File: src/rtl/ratio_scaler_pkg.sv
package ratio_scaler_pkg;
  typedef enum logic [1:0] {
    RND_FLOOR = 2'b00,
    RND_HALF  = 2'b01,
    RND_CEIL  = 2'b10,
    RND_SPARE = 2'b11
  } rnd_mode_e;

  localparam int N_TERMS = 3;
  // Shift amounts whose powers of two add up to the coefficient 19.
  localparam int TERM_SHIFT [N_TERMS] = '{4, 1, 0};
endpackage

File: src/rtl/ratio_scaler_terms.sv
module ratio_scaler_terms
  import ratio_scaler_pkg::*;
#(
  parameter int DATA_W = 8,
  parameter int SUM_W  = 13
) (
  input  logic [DATA_W-1:0] sample,
  output logic [SUM_W-1:0]  product
);
  localparam int PAD_W = SUM_W - DATA_W;

  logic [SUM_W-1:0] widened;
  logic [SUM_W-1:0] term [N_TERMS];

  assign widened = {{PAD_W{1'b0}}, sample};

  for (genvar g = 0; g < N_TERMS; g++) begin : g_term
    assign term[g] = widened << TERM_SHIFT[g];
  end

  always_comb begin
    product = '0;
    for (int i = 0; i < N_TERMS; i++) begin
      product = product + term[i];
    end
  end
endmodule

File: src/rtl/ratio_scaler_round.sv
module ratio_scaler_round
  import ratio_scaler_pkg::*;
#(
  parameter int DATA_W = 8,
  parameter int DROP_W = 5,
  localparam int SUM_W = DATA_W + DROP_W
) (
  input  logic [SUM_W-1:0]  product,
  input  logic [1:0]        mode,
  output logic [DATA_W-1:0] quotient
);
  localparam logic [SUM_W-1:0] OFS_HALF = SUM_W'(1) << (DROP_W - 1);
  localparam logic [SUM_W-1:0] OFS_CEIL = (SUM_W'(1) << DROP_W) - SUM_W'(1);

  logic [SUM_W-1:0] offset;
  logic [SUM_W-1:0] biased;

  always_comb begin
    case (rnd_mode_e'(mode))
      RND_HALF: offset = OFS_HALF;
      RND_CEIL: offset = OFS_CEIL;
      default:  offset = '0;
    endcase
  end

  assign biased   = product + offset;
  assign quotient = biased[SUM_W-1:DROP_W];

  // adding the rounding offset must never wrap the intermediate sum
  always_comb begin
    a_r8_sum_no_wrap: assert (biased >= product);
  end
endmodule

File: src/rtl/ratio_scaler_reg.sv
module ratio_scaler_reg #(
  parameter int DATA_W = 8
) (
  input  logic              clk,
  input  logic              rst_n,
  input  logic              load,
  input  logic [DATA_W-1:0] d,
  output logic [DATA_W-1:0] q,
  output logic              vld
);
  logic [DATA_W-1:0] q_nxt;
  logic              vld_nxt;

  always_comb begin
    q_nxt   = q;
    vld_nxt = load;
    if (load) begin
      q_nxt = d;
    end
  end

  always_ff @(posedge clk or negedge rst_n) begin
    if (!rst_n) begin
      q   <= '0;
      vld <= 1'b0;
    end else begin
      q   <= q_nxt;
      vld <= vld_nxt;
    end
  end
endmodule

File: src/rtl/ratio_scaler.sv
module ratio_scaler
  import ratio_scaler_pkg::*;
#(
  parameter int DATA_W = 8,
  parameter int DROP_W = 5
) (
  input  logic              clk,
  input  logic              rst_n,
  input  logic              in_valid,
  input  logic [DATA_W-1:0] in_sample,
  input  logic [1:0]        in_round,
  output logic [DATA_W-1:0] out_scaled,
  output logic              out_valid
);
  localparam int SUM_W = DATA_W + DROP_W;

  logic [SUM_W-1:0]  product;
  logic [DATA_W-1:0] quotient;

  ratio_scaler_terms #(.DATA_W(DATA_W), .SUM_W(SUM_W)) u_terms (
    .sample  (in_sample),
    .product (product)
  );

  ratio_scaler_round #(.DATA_W(DATA_W), .DROP_W(DROP_W)) u_round (
    .product  (product),
    .mode     (in_round),
    .quotient (quotient)
  );

  ratio_scaler_reg #(.DATA_W(DATA_W)) u_reg (
    .clk   (clk),
    .rst_n (rst_n),
    .load  (in_valid),
    .d     (quotient),
    .q     (out_scaled),
    .vld   (out_valid)
  );

  // the valid strobe trails the input strobe by exactly one edge
  a_r6_valid_rise: assert property (@(posedge clk) disable iff (!rst_n)
    in_valid |=> out_valid);
  a_r6_valid_drop: assert property (@(posedge clk) disable iff (!rst_n)
    !in_valid |=> !out_valid);

  // idle cycles leave the result untouched
  a_r7_hold: assert property (@(posedge clk) disable iff (!rst_n)
    !in_valid |=> $stable(out_scaled));

  // floor mode matches a plain multiply-and-shift reference
  a_r2_floor: assert property (@(posedge clk) disable iff (!rst_n)
    (in_valid && in_round == 2'b00) |=>
      (32'(out_scaled) == ((32'($past(in_sample)) * 32'd19) >> DROP_W)));

  // the result never exceeds the largest reachable value
  a_r8_bound: assert property (@(posedge clk) disable iff (!rst_n)
    out_scaled <= DATA_W'(152));
endmodule

File: config.mk
export PLATFORM = sky130hd
export DESIGN_NAME = ratio_scaler
export DESIGN_NICKNAME = d
export VERILOG_FILES = /design/src/rtl/ratio_scaler_pkg.sv /design/src/rtl/ratio_scaler_terms.sv /design/src/rtl/ratio_scaler_round.sv /design/src/rtl/ratio_scaler_reg.sv /design/src/rtl/ratio_scaler.sv
export SDC_FILE = /design/constraint.sdc
export NUM_CORES = 1
export LEC_CHECK = 0
export ABC_AREA = 1
export BUFFER_PORTS_ARGS = -buffer_cell sky130_fd_sc_hd__buf_4
export CORE_UTILIZATION = 43
export DETAILED_ROUTE_END_ITERATION = 10
export PLACE_DENSITY = 0.66
export SYNTH_ARGS = -nofsm -noshare
export SYNTH_HDL_FRONTEND = slang
export SYNTH_HIERARCHICAL = 1
export SYNTH_SLANG_ARGS = --single-unit
File: constraint.sdc
create_clock -name clk -period 0.95 [get_ports clk]
set_clock_uncertainty 0.2 [all_clocks]
set_input_delay 0.095 -clock clk [delete_from_list [all_inputs] [get_ports clk]]
set_output_delay 0.095 -clock clk [all_outputs]
set_load 0.01 [all_outputs]
==> impl_metrics.ini <==
[run_status]
status = finished with violations
failed_checks = hold timing, setup timing

[final_layout]
instances_no_fill = 348
post_route_cells_drive_above_1_share = 0.375
final_cell_mix = nand2_1 (89), buf_4 (50), inv_1 (31), nor2_1 (26), nand3_1 (13)
layout.nets = 338
n_antenna_cell = 0
syn_to_final_growth_pct = 62.4
final_common_cell = nand2_1

[detailed_routing]
ant_nets = 0
wire_per_inst_um = 9.99
drc_errors = 0
num_vias = 1589
drt_iter0_drc = 24
dr.pass1.iters = 4
vias_per_cell = 4.57
wirelength_um = 3480

[yosys]
avgSynthCellArea_um2 = 5.90
synth_area_leaders = nand2_1 (27%), dfrtp_1 (16%), ha_1 (13%)
syn-instance-count = 237
synth_edf_count = 0
syn_area_mm2 = 0.00140
syn_nets = 270
async_reset_ff_frac = 1.00
synth_area_leader_cell = nand2_1
ys.flop_type = dfrtp_1
ys_warn_count = 6
ys_ff_latch = 9
synth.distinct_cells = 23
synth_top_area_share = 0.266
seq_area_frac_synth = 0.161

[power]
p_total_mw = 3.39
sw_frac_of_total = 0.414
p_comb_frac = 0.753
p_int_mw = 1.99
peakVddDrop_mv = 0.676
p_sw_mw = 1.41
p_seq_frac = 0.163
powerDensity_mw_per_mm2 = 1500
leakagePower_nw = 1.26
pwr-share-clk = 0.084

[floorplan]
die-area_mm2 = 0.00348
rows = 20
die_h_um = 59.0
io_pins = 22
initial_utilization = 0.454
coreArea_mm2 = 0.00308
die_w_um = 59.0

[sta]
finalCritPeriodShare = 2.56
relSlewSlack = 0.841
max_freq_mhz = 411
worstMarginPinSlew_ns = 0.238
setup_slack_ns = -1.48
hold_violations = 18
final_max_slew_viol_count = 0
rsz0062_at_grt = true
finalSetupViolCount = 17
timing.final.crit_period_ns = 2.43
holdWs_ns = -0.176

[cts]
htree_levels = 1
cts_tree = done
clkSinkCount = 9
cts_hold_buf = 1
path_clk_slew_ns = 0.06
clockBufferDepth = 2
cts_root_buffer = clkbuf_4
insertion_delay_ns = 0.25
numCtsBuffers = 3

[placement]
dp_hpwl_um = 2560
gp_congestion = 0.868
port_buffers = 21
dp_cells = 331

[critical_path]
critical_path.max_fanout = 5
startpoint_type = input port
required_ns = 0.95
crit_chain = buf_12 -> inv_8 -> fa_1 -> inv_2 -> ha_4 -> nand3_4 -> nand3_4 -> nand2_2 -> nand2_2 -> xor2_2 -> nand4_1 -> buf_4 -> nor2_2 -> nand2_1 -> nand2_2 -> nor2_1 -> nor2_1 -> nand2_1 -> nand2_1
critPathArrivalTime_ns = 2.43
critical_path_class = input port to flop
end_kind = flop
slowest_delay_ns = 0.54
slowest_stage = fa_1

[global_routing]
grt_overflow = 0
antenna_found_initial = 0
grt.total_usage = 0.227
grt_pass1_vias = 1564
grt_max_degree = 11
grt_pass1_wl_um = 6060

[job]
drv_cap = 0

[worst_hold_path]
hp-class = input port to flop
-- cell families (layout without fill, tap and decap cells) --
kind of cell,Yosys count,count (layout),synth area share
AO/OA/AOI/OAI,6,6,0.0251
flip-flops,9,9,0.161
adder cells (fa/ha/maj),20,20,0.206
XOR/XNOR,5,5,0.0313
buffers and inverters,40,107,0.115
AND/OR/NAND/NOR,157,157,0.461
-- timing repair --
action | CTS | global route
gates resized for setup | 44 | 10
setup endpoints to repair | 17 | 17
pin swaps | 28 | 25
endpoints found under the hold margin | 18 | 18
setup buffers | 10 | 3
-- cells in the mapped netlist (3+ instances only) --
library cell	number
ha_1	15
nand2_1	99
inv_1	37
dfrtp_1	9
xor2_1	4
nand3_1	16
a21oi_1	3
nand2_2	3
fa_1	5
nand4_1	3
nor2_1	29
-- worst paths after layout --
kind	startpoint	endpoint	slack (ns)	cells after the start
min in group asynchronous	rst_n	u_reg/q[3]	-0.02	2
min	in_valid	u_reg/vld	-0.18	1
min reg2reg	u_reg/q[7]	u_reg/q[7]	0.31	2
max reg2reg	u_reg/q[6]	u_reg/q[6]	0.02	3
max in group asynchronous	rst_n	u_reg/q[2]	0.44	2
max	in_sample[4]	u_reg/q[6]	-1.48	19
-- metrics by stage --
stage / setup WS [ns] / util / hold slack [ns] / TNS [ns] / cell area [µm²]
2_1_floorplan: -1.50 / - / -0.401 / -10.82 / 1460
3_3_place_gp: -1.80 / 0.613 / -0.279 / -13.57 / 1890
3_5_place_dp: -1.81 / 0.613 / -0.279 / -13.68 / 1890
4_1_cts: -1.40 / 0.715 / -0.186 / -11.77 / 2200
5_1_grt: -1.63 / 0.737 / -0.186 / -13.54 / 2270
6_report: -1.48 / 0.737 / -0.176 / -12.18 / 2270
-- layer usage --
| layer | global-route usage | wire length [µm] |
|---|---|---|
| met1 | 0.247 | 1470 |
| met2 | 0.438 | 1840 |
| met3 | 0.0197 | 61 |
| met4 | 0.109 | 106 |
| met5 | 0 | 0 |
-- layout make-up --
cell class,instances,area [µm²]
clock buffer,4,26.3
fill,264,808
inverter,38,150
multi-input combinational,188,1260
sequential,9,225
tap,44,55.1
timing repair buffer,65,556
-- power groups by stage --
stage          combinational (mW)  clock (mW)  sequential, mW
3_5_place_dp                 1.87           0           0.540
3_3_place_gp                 1.86           0           0.533
5_1_grt                      2.83       0.314           0.565
2_1_floorplan                1.06           0           0.589
4_1_cts                      2.36       0.303           0.547
6_report                     2.56       0.285           0.552
-- sequential cells by signal (all words and copies together), names as in the netlist --
name and flops:
u_reg/q 8, u_reg/vld 1
-- worst max-delay path: cells and delay by family --
| family | cells | cell delay (ns) |
|---|---|---|
| fa+ha+maj | 2 | 0.87 |
| buf+inv | 4 | 0.34 |
| simple gates | 12 | 0.93 |
| xor+xnor | 1 | 0.20 |
No activity file was read; power rests on OpenSTA's default activity.
